**config.mk**
```make
export PLATFORM = sky130hd
export DESIGN_NAME = sfc_cmd_shifter
export DESIGN_NICKNAME = d
export VERILOG_FILES = /design/src/rtl/sfc_pkg.sv /design/src/rtl/sfc_regs.sv /design/src/rtl/sfc_shift_engine.sv /design/src/rtl/sfc_cmd_shifter.sv
export SDC_FILE = /design/constraint.sdc
export NUM_CORES = 1
export LEC_CHECK = 0
export BUFFER_PORTS_ARGS = -buffer_cell sky130_fd_sc_hd__buf_2
export CAP_MARGIN = 40
export CELL_PAD_IN_SITES_DETAIL_PLACEMENT = 0
export CELL_PAD_IN_SITES_GLOBAL_PLACEMENT = 1
export CORE_MARGIN = 10
export CORE_UTILIZATION = 52
export DETAILED_ROUTE_END_ITERATION = 10
export MAX_ROUTING_LAYER = met4
export PLACE_DENSITY_LB_ADDON = 0.25
export SLEW_MARGIN = 25
export SYNTH_ARGS = -nofsm -noshare
export SYNTH_HDL_FRONTEND = slang
export SYNTH_SLANG_ARGS = --single-unit
```
**constraint.sdc**
```tcl
create_clock -name clk -period 5.04 [get_ports clk]
set_clock_uncertainty 0.15 [all_clocks]
set_input_delay 0.252 -clock clk [delete_from_list [all_inputs] [get_ports clk]]
set_output_delay 0.252 -clock clk [all_outputs]
set_load 0.005 [all_outputs]
```
**src/rtl/sfc_pkg.sv**
```systemverilog
package sfc_pkg;

    localparam int ADDR_W = 5;
    localparam int DATA_W = 8;

    localparam logic [ADDR_W-1:0] A_CMD   = 5'h00;
    localparam logic [ADDR_W-1:0] A_COUNT = 5'h01;
    localparam logic [ADDR_W-1:0] A_IRQ   = 5'h02;
    localparam int                TX_BASE = 8;
    localparam int                RX_BASE = 16;

    localparam int CMD_GENERIC_BIT = 2;
    localparam int CMD_STATUS_BIT  = 5;
    localparam int IRQ_STATUS_BIT  = 5;

    typedef enum logic [2:0] {
        ST_IDLE,
        ST_SETUP,
        ST_HIGH,
        ST_LOW,
        ST_TAIL
    } sfc_state_e;

    typedef struct packed {
        logic              wr;
        logic [ADDR_W-1:0] addr;
        logic [DATA_W-1:0] data;
    } sfc_bus_t;

    function automatic logic [DATA_W-1:0] accepted_cmd(input logic [DATA_W-1:0] raw);
        logic [DATA_W-1:0] keep;
        keep = '0;
        keep[CMD_GENERIC_BIT] = 1'b1;
        keep[CMD_STATUS_BIT]  = 1'b1;
        return raw & keep;
    endfunction

endpackage

```
**src/rtl/sfc_regs.sv**
```systemverilog
module sfc_regs
    import sfc_pkg::*;
#(
    parameter int TX_BYTES = 6,
    parameter int RX_BYTES = 10,
    parameter int CNT_W    = 8
) (
    input  logic                    clk,
    input  logic                    rst,
    input  sfc_bus_t                bus,
    output logic [DATA_W-1:0]       rdata,
    input  logic                    xfer_done,
    input  logic [RX_BYTES*8-1:0]   rx_flat,
    output logic                    start,
    output logic [CNT_W-1:0]        count,
    output logic [TX_BYTES*8-1:0]   tx_flat,
    output logic [DATA_W-1:0]       cmd_q,
    output logic                    irq_q
);

    logic [7:0]        tx_bank [TX_BYTES];
    logic [DATA_W-1:0] cmd_masked;
    logic              wr_cmd;

    assign cmd_masked = accepted_cmd(bus.data);
    assign wr_cmd     = bus.wr && (bus.addr == A_CMD);
    assign start      = wr_cmd && (cmd_q == '0) && (cmd_masked != '0) && (count != '0);

    always_ff @(posedge clk) begin
        if (rst) begin
            cmd_q <= '0;
            count <= '0;
            irq_q <= 1'b0;
        end else begin
            if (start)
                cmd_q <= cmd_masked;
            else if (xfer_done)
                cmd_q <= '0;

            if (bus.wr && (bus.addr == A_COUNT))
                count <= CNT_W'(bus.data);

            if (xfer_done && cmd_q[CMD_STATUS_BIT])
                irq_q <= 1'b1;
            else if (bus.wr && (bus.addr == A_IRQ) && bus.data[IRQ_STATUS_BIT])
                irq_q <= 1'b0;
        end
    end

    for (genvar i = 0; i < TX_BYTES; i++) begin : g_tx
        always_ff @(posedge clk) begin
            if (rst)
                tx_bank[i] <= '0;
            else if (bus.wr && (bus.addr == ADDR_W'(TX_BASE + i)))
                tx_bank[i] <= bus.data;
        end
        assign tx_flat[8*i +: 8] = tx_bank[i];
    end

    always_comb begin
        rdata = '0;
        if (bus.addr == A_CMD)
            rdata = cmd_q;
        if (bus.addr == A_COUNT)
            rdata = DATA_W'(count);
        if (bus.addr == A_IRQ)
            rdata[IRQ_STATUS_BIT] = irq_q;
        for (int i = 0; i < TX_BYTES; i++)
            if (bus.addr == ADDR_W'(TX_BASE + i))
                rdata = tx_bank[i];
        for (int i = 0; i < RX_BYTES; i++)
            if (bus.addr == ADDR_W'(RX_BASE + i))
                rdata = rx_flat[8*i +: 8];
    end

endmodule

```
**src/rtl/sfc_shift_engine.sv**
```systemverilog
module sfc_shift_engine
    import sfc_pkg::*;
#(
    parameter int TX_BYTES = 6,
    parameter int RX_BYTES = 10,
    parameter int CNT_W    = 8,
    parameter int HALF_DIV = 2
) (
    input  logic                    clk,
    input  logic                    rst,
    input  logic                    start,
    input  logic [CNT_W-1:0]        count,
    input  logic [TX_BYTES*8-1:0]   tx_flat,
    output logic                    done,
    output logic [RX_BYTES*8-1:0]   rx_flat,
    output logic                    sclk,
    output logic                    cs_n,
    output logic                    mosi,
    input  logic                    miso
);

    localparam int TX_W  = TX_BYTES * 8;
    localparam int RX_W  = RX_BYTES * 8;
    localparam int DIV_W = $clog2(2 * HALF_DIV + 1);
    localparam logic [DIV_W-1:0] SETUP_LAST = DIV_W'(2 * HALF_DIV - 1);
    localparam logic [DIV_W-1:0] HALF_LAST  = DIV_W'(HALF_DIV - 1);

    sfc_state_e       state;
    logic [DIV_W-1:0] div;
    logic [CNT_W-1:0] bits_left;
    logic [TX_W-1:0]  tx_sr;
    logic [RX_W-1:0]  rx_sr;

    assign done    = (state == ST_TAIL) && (div == HALF_LAST);
    assign mosi    = !cs_n && tx_sr[TX_W-1];
    assign rx_flat = rx_sr;

    always_ff @(posedge clk) begin
        if (rst) begin
            state     <= ST_IDLE;
            div       <= '0;
            bits_left <= '0;
            tx_sr     <= '0;
            rx_sr     <= '0;
            sclk      <= 1'b0;
            cs_n      <= 1'b1;
        end else begin
            case (state)
                ST_IDLE: begin
                    if (start) begin
                        state     <= ST_SETUP;
                        div       <= '0;
                        bits_left <= count;
                        tx_sr     <= tx_flat;
                        rx_sr     <= '0;
                        cs_n      <= 1'b0;
                    end
                end
                ST_SETUP: begin
                    if (div == SETUP_LAST) begin
                        div       <= '0;
                        sclk      <= 1'b1;
                        rx_sr     <= {rx_sr[RX_W-2:0], miso};
                        bits_left <= bits_left - 1'b1;
                        state     <= ST_HIGH;
                    end else begin
                        div <= div + 1'b1;
                    end
                end
                ST_HIGH: begin
                    if (div == HALF_LAST) begin
                        div  <= '0;
                        sclk <= 1'b0;
                        if (bits_left == '0) begin
                            state <= ST_TAIL;
                        end else begin
                            state <= ST_LOW;
                            tx_sr <= {tx_sr[TX_W-2:0], 1'b0};
                        end
                    end else begin
                        div <= div + 1'b1;
                    end
                end
                ST_LOW: begin
                    if (div == HALF_LAST) begin
                        div       <= '0;
                        sclk      <= 1'b1;
                        rx_sr     <= {rx_sr[RX_W-2:0], miso};
                        bits_left <= bits_left - 1'b1;
                        state     <= ST_HIGH;
                    end else begin
                        div <= div + 1'b1;
                    end
                end
                ST_TAIL: begin
                    if (div == HALF_LAST) begin
                        div   <= '0;
                        cs_n  <= 1'b1;
                        state <= ST_IDLE;
                    end else begin
                        div <= div + 1'b1;
                    end
                end
                default: state <= ST_IDLE;
            endcase
        end
    end

endmodule

```
**src/rtl/sfc_cmd_shifter.sv**
```systemverilog
module sfc_cmd_shifter
    import sfc_pkg::*;
#(
    parameter int TX_BYTES = 6,
    parameter int RX_BYTES = 10,
    parameter int CNT_W    = 8,
    parameter int HALF_DIV = 2
) (
    input  logic        clk,
    input  logic        rst,
    input  logic        bus_wr,
    input  logic [4:0]  bus_addr,
    input  logic [7:0]  bus_wdata,
    output logic [7:0]  bus_rdata,
    output logic        irq,
    output logic        spi_sclk,
    output logic        spi_cs_n,
    output logic        spi_mosi,
    input  logic        spi_miso
);

    sfc_bus_t              bus;
    logic                  start;
    logic                  xfer_done;
    logic [CNT_W-1:0]      count;
    logic [TX_BYTES*8-1:0] tx_flat;
    logic [RX_BYTES*8-1:0] rx_flat;
    logic [DATA_W-1:0]     cmd_q;
    logic                  irq_q;

    assign bus = '{wr: bus_wr, addr: bus_addr, data: bus_wdata};
    assign irq = irq_q;

    sfc_regs #(
        .TX_BYTES (TX_BYTES),
        .RX_BYTES (RX_BYTES),
        .CNT_W    (CNT_W)
    ) u_regs (
        .clk       (clk),
        .rst       (rst),
        .bus       (bus),
        .rdata     (bus_rdata),
        .xfer_done (xfer_done),
        .rx_flat   (rx_flat),
        .start     (start),
        .count     (count),
        .tx_flat   (tx_flat),
        .cmd_q     (cmd_q),
        .irq_q     (irq_q)
    );

    sfc_shift_engine #(
        .TX_BYTES (TX_BYTES),
        .RX_BYTES (RX_BYTES),
        .CNT_W    (CNT_W),
        .HALF_DIV (HALF_DIV)
    ) u_engine (
        .clk     (clk),
        .rst     (rst),
        .start   (start),
        .count   (count),
        .tx_flat (tx_flat),
        .done    (xfer_done),
        .rx_flat (rx_flat),
        .sclk    (spi_sclk),
        .cs_n    (spi_cs_n),
        .mosi    (spi_mosi),
        .miso    (spi_miso)
    );

endmodule

```
# Yosys cells after proc, flatten, opt, wreduce, memory -nomap -nowiden
# Memory sizes are Yosys's and may differ from the RTL's.
# Cells that the tools add are included.
dict set report op_classes {
  bitwise 6
  reduce_logical 37
  n_addsub 2
  n_eq_ne 30
  mux 78
}
# op count
set ops {}
lappend ops {{2-to-1 mux 80 bit} 3}
lappend ops {{case mux 80 bit (3 select lines)} 1}
lappend ops {{2-to-1 mux 8 bit} 26}
lappend ops {{2-to-1 mux 48 bit} 3}
lappend ops {{case mux 48 bit (2 select lines)} 1}
lappend ops {{equality test 5 bit, second input constant} 10}
lappend ops {{equality test 5 x 4 -> 1 bit, second input constant} 6}
lappend ops {{2-to-1 mux 1 bit} 27}
lappend ops {{2-to-1 mux 3 bit} 9}
lappend ops {{case mux 8 bit (3 select lines)} 1}
lappend ops {{2-to-1 mux 6 bit} 3}
lappend ops {{logical AND 1 bit} 16}
lappend ops {{zero test 8 bit} 2}
lappend ops {{nonzero test 8 bit} 2}
lappend ops {{case mux 3 bit (5 select lines)} 1}
lappend ops {{AND reduction 4 bit} 3}
lappend ops {{equality test 3 x 2 -> 1 bit, second input constant} 3}
lappend ops {{case mux 3 bit (3 select lines)} 1}
lappend ops {{nonzero test 3 bit} 3}
lappend ops {{nonzero test 2 bit} 4}
lappend ops {{subtractor 8 x 1 -> 8 bit, second input constant} 1}
lappend ops {{equality test 3 x 1 -> 1 bit, second input constant} 2}
lappend ops {{!= test 2 x 1 -> 1 bit, second input constant} 3}
lappend ops {{!= test 2 bit, second input constant} 3}
lappend ops {{other kinds (14)} 19}
dict set report totals {
  ram_bits 48
  memories 1
  regBits 155
  out_inout_bits 12
}
# name depth word_bits rd rd_clocked_by_memory_dff write_ports line
set mem_list {}
lappend mem_list {u_regs.tx_bank 6 8 6 0 6 sfc_regs.sv:21} ;# logic [7:0] tx_bank [TX_BYTES];

# Depth between registers and ports, before layout
dict set report logic_depth {
  depth_word 20
  ltp_mapped 10
  depth_no_buf 7
}

# Hierarchy
# Synthesis repeated with hierarchy kept, for this count alone.
dict set report unflattened {
  cells_unflattened 1233
  hier_area_um2 10736.5
}
# module cells_each seq_area_each_um2 n_inst area_per_inst_um2
set by_module_without_submodules {}
lappend by_module_without_submodules {sfc_shift_engine 757 2882.8 1 6530.0}
lappend by_module_without_submodules {sfc_regs 476 1661.6 1 4206.5}

# Worst setup path after synthesis
# OpenSTA, ideal clock, no wires.
dict set report synth_path {
  kind {register to register}
  start {reg u_engine.bits_left[0]}
  end {reg u_engine.tx_sr[18]}
  path_slack_ns 2.803
  arrival_time_ns 2.007
  stages_incl_launch_ff 10
  synth_period_minus_slack_ns 2.237
  t_required_ns 4.810
  path_buffers 2
  path_cell_list {dfxtp_1 inv_1 ha_1 or3b_1 nor3_2 nor2_1 or2_1 buf_6 buf_4 a211oi_2}
}
dict set report synth_between {
  elab_chain_cells 3
}
# element line
set synth_rtl {}
lappend synth_rtl {{from (decl)} sfc_shift_engine.sv:30} ;# logic [CNT_W-1:0] bits_left;
lappend synth_rtl {{from (signal assigned)} sfc_shift_engine.sv:53} ;# bits_left <= count;
lappend synth_rtl {{from (signal assigned)} sfc_shift_engine.sv:64} ;# bits_left <= bits_left - 1'b1;
lappend synth_rtl {{from (signal assigned)} sfc_shift_engine.sv:89} ;# bits_left <= bits_left - 1'b1;
lappend synth_rtl {{zero test 8 bit} sfc_shift_engine.sv:74} ;# if (bits_left == '0) begin
lappend synth_rtl {{!= test 2 bit (no source line)} n/a}
lappend synth_rtl {{AND reduction 4 bit (no source line)} n/a}
lappend synth_rtl {{to (signal assigned)} sfc_shift_engine.sv:54} ;# tx_sr <= tx_flat;
lappend synth_rtl {{to (signal assigned)} sfc_shift_engine.sv:78} ;# tx_sr <= {tx_sr[TX_W-2:0], 1'b0};
lappend synth_rtl {{to (decl)} sfc_shift_engine.sv:31} ;# logic [TX_W-1:0] tx_sr;
# Every way passes these cells.
# A chain may end at the register's enable or synchronous reset.

# Final worst setup path
dict set report layout_path {
  start {in bus_addr[0]}
  end {out bus_rdata[4]}
}
dict set report layout_between {
  elab_chain_cells 18
}
# element line
set layout_rtl {}
lappend layout_rtl {{from (decl)} sfc_cmd_shifter.sv:12} ;# input logic [4:0] bus_addr,
lappend layout_rtl {{equality test 5 x 1 -> 1 bit} sfc_regs.sv:64} ;# if (bus.addr == A_COUNT)
lappend layout_rtl {{2-to-1 mux 8 bit} sfc_regs.sv:64}
lappend layout_rtl {{2-to-1 mux 8 bit (6 in a row)} sfc_regs.sv:69} ;# if (bus.addr == ADDR_W'(TX_BASE + i))
lappend layout_rtl {{2-to-1 mux 8 bit (9 in a row)} sfc_regs.sv:72} ;# if (bus.addr == ADDR_W'(RX_BASE + i))
lappend layout_rtl {{2-to-1 mux 8 bit (*)} sfc_regs.sv:72}
lappend layout_rtl {{to (decl)} sfc_cmd_shifter.sv:14} ;# output logic [7:0] bus_rdata,
# Mark *: on every way between the ends. The rest lies on a longest branch, timed or not.

==> metrics <==
outcome=finished clean; CP required=4.64 ns; R2R depth=9; Distinct cells, synth=75; layer carrying the most global-route usage=met2; TritonRoute pass-1 iters=5; Die Width=160 µm; met3 usage=0.0386; slew margin rel.=0.421; Die Y-Extent=160 µm; minimum clock period=3.27 ns; Async S/R FF share, synth=0; Clock Tree Buf Depth=3; Starting Density=0.526; Slew @ Worst Pin=0.847 ns; synthesized flop and latch total=~200; Clk pin slew, worst setup/hold paths=approximately 0.060 ns; hold path startpoint=bus_wr; Die ar.=25600 µm²; sequential element share of the synthesized area=0.447; clock root cell=clkbuf_16; final worst setup slack=1.77 ns; area occupied by multi-input gates=5110 µm²; clk_lat worst skew=0.51 ns; clock network power share=0.438; FF+latch area=4540 µm²; Net Sw Power=about 0.95 mW; worst-path cell chain=buf_2, buf_4, or2_2, nor2_1, or3_1, and3b_1, a221oi_1, buf_2; worst hold endpoint=u_regs.count[3]$_SDFFE_PP0P_; Slew Limit Fails=0; CTS tree=yes; largest net degree at the start of global routing=64; Setup crit end kind=output pin; Avg WL per Cell=about 21 µm; CP max stage delay=0.58 ns; Net Sw Frac=0.250; total congestion overflow=0; slowest CP cell=buf_2; buffers and inverters on the worst path=3; Post-Route WL=29200 µm; Critical Path AT=2.86 ns; Core ar.=19300 µm²; syn nets=1182; IO Count=29; grt met2 use=0.336; GRT met1 Usage=0.308; vias post-DR=8744; VDD IR max=0.207 mV; most used cell, CP=buf_2; I/O Buffers=28; share of the synthesized area in the top cell type=0.305; Lkg Pwr=3.59 nW; Yosys top cell by area=dfxtp_1; RSZ-0062 raised after global routing=no; Top FF cell, synth=dfxtp_1; combinational share of power=0.105; Vias/cell=6.21; Layout Cells excl Fill=1408; r2r startpoint=u_engine.div[1]$_SDFFE_PP0P_; Max Cap Violations=0; DRT antenna net count=0; Hold Crit Class=input port to register; Rows=51; WS Path Type=input port to output pin; dpl cells=about 1400; FMAX=306 MHz; WHS Path Cells=4; critical path peak fanout=41; wire length of the first global-routing pass=46300 µm; pre-CTS setup slack=around 1.8 ns; CTS Sinks=203; flop2flop setup slack=1.99 ns; diode count=0; drt drc=0; placed wire-length estimate=19100 µm; syn avg cell area=just under 9 µm²; share of layout cells above drive strength 1=0.0936; reg2reg end=u_engine.tx_sr[26]$_SDFFE_PP0P_; # setup viols final=0; Final #Nets=1151; initial detailed-routing violation count=859; crit start category=input port; Area growth syn-to-layout=10.0%; synthesized area=approximately 10000 µm²; total power density per cell area=338 nW/µm²; Num CTS Buffers=22; synth top area cells=dfxtp_1 (30%), edfxtp_1 (14%), a21oi_1 (6.4%); critical path's top delay family=buffers and inverters; Placer Congestion=0.936; share of the clock period used by the worst path=0.648; Pint=2.84 mW; H-tree depth=1; Final Hold Viols=0; antenna violations before repair=0; number of synthesized flops with an enable pin=48; vias in the first global route=8146; Setup TNS=0 ns; Syn. warnings=0; fill cell total of the finished layout=1761; Seq pwr share=0.457; Mapped Cells=1160; Overall Global Routing Usage=0.224
==> tightest hold or removal path, cell delays in order <==
cell	delay, ns
buf_2	0.14
nor4b_4	0.18
nand3_1	0.09
a21oi_1	0.06
==> flip-flops by register name, summed over array words and instances, names as in the netlist, 2 cells and up <==
name and flops:
u_engine.div 3, u_regs.tx_bank 48, u_regs.count 8, u_engine.rx_flat 80, u_regs.cmd_q 2, u_engine.state 3
u_engine.tx_sr 48, u_engine.bits_left 8
==> Yosys cell counts (all sizes together), types with 5 or more instances <==
library cell / instances
or3b: 5
clkbuf: 67
mux2i: 55
nor2: 45
o21bai: 8
dfxtp: 155
inv: 15
a211o: 6
nor2b: 20
nor3: 71
o22ai: 5
nand3: 99
or3: 10
a21oi: 131
buf: 40
ha: 5
a211oi: 54
a31oi: 6
o21ai: 36
a221oi: 6
edfxtp: 48
nor3b: 6
o31ai: 12
mux2: 5
nand3b: 6
and2: 50
a22oi: 6
nand2b: 10
nand2: 115
==> per-layer routing <==
layer / wire length, µm / up-vias
met4: 639 / 0
met3: 1930 / 51
met2: 13300 / 305
li1: - / 4180
met1: 13300 / 4208
met5: 0 / -
==> layout make-up <==
class                      instances  share of cell area
sequential                       203               0.406
clock buffer                      31              0.0588
inverter                          15             0.00503
tap                              265              0.0296
multi-input combinational        835               0.457
clock inverter                     7             0.00738
timing repair buffer              52              0.0367
==> power by group through the flow <==
stage               sequential (mW)  clock [mW]  combinational, mW
floorplan                      1.74           0              0.293
global placement               1.76           0              0.376
detailed placement             1.76           0              0.387
CTS                            1.73        1.68              0.394
global route                   1.73        1.74              0.432
finish                         1.73        1.66              0.397
==> cell usage in the layout, fill, tap and decap left out, drive strengths merged, types with 12 or more instances in the layout <==
cell    netlist  final
a21oi       131    131
inv          15     15
nor3         71     71
nor2         45     45
buf          40     43
a211oi       54     54
nand3        99     99
mux2i        55     55
dfxtp       155    155
clkbuf       67     31
and2         50     50
edfxtp       48     48
nor2b        20     20
o31ai        12     12
o21ai        36     36
nand2       115    115
==> kinds of logic after synthesis <==
group	count (synthesis)	share of synthesized area
AND/OR/NAND/NOR	461	0.233
flip-flops	203	0.447
multiplexers	61	0.0618
buffers and inverters	122	0.0535
AO/OA/AOI/OAI	308	0.199
adder cells (fa/ha/maj)	5	0.00615
==> worst max-delay path by stage <==
stage,from,to,slack [ns],depth (start not counted)
5_1_grt,bus_addr[0],bus_rdata[4],1.70,8
4_1_cts,bus_addr[0],bus_rdata[4],1.82,8
6_report,bus_addr[0],bus_rdata[4],1.77,8
3_3_place_gp,bus_addr[0],bus_rdata[4],1.68,7
3_5_place_dp,bus_addr[0],bus_rdata[4],1.83,8
2_1_floorplan,u_engine.bits_left[0]$_SDFFE_PP0P_,u_engine.tx_sr[18]$_SDFFE_PP0P_,2.80,9
==> through the flow <==
step	total power, mW	area [µm²]	util	hold WS (ns)
2_1_floorplan	2.03	10200	-	0.249
3_3_place_gp	2.14	10300	0.532	0.294
3_5_place_dp	2.15	10400	0.536	0.305
4_1_cts	3.80	11200	0.579	0.0867
5_1_grt	3.91	11200	0.579	0.108
6_report	3.78	11200	0.579	0.110
==> repair_timing <==
action,CTS,global route
hold buffers,9,0
endpoints found under the hold margin,9,0
resized for setup,0,0
setup buffers,0,0
No activity file was read; power rests on OpenSTA's default activity.
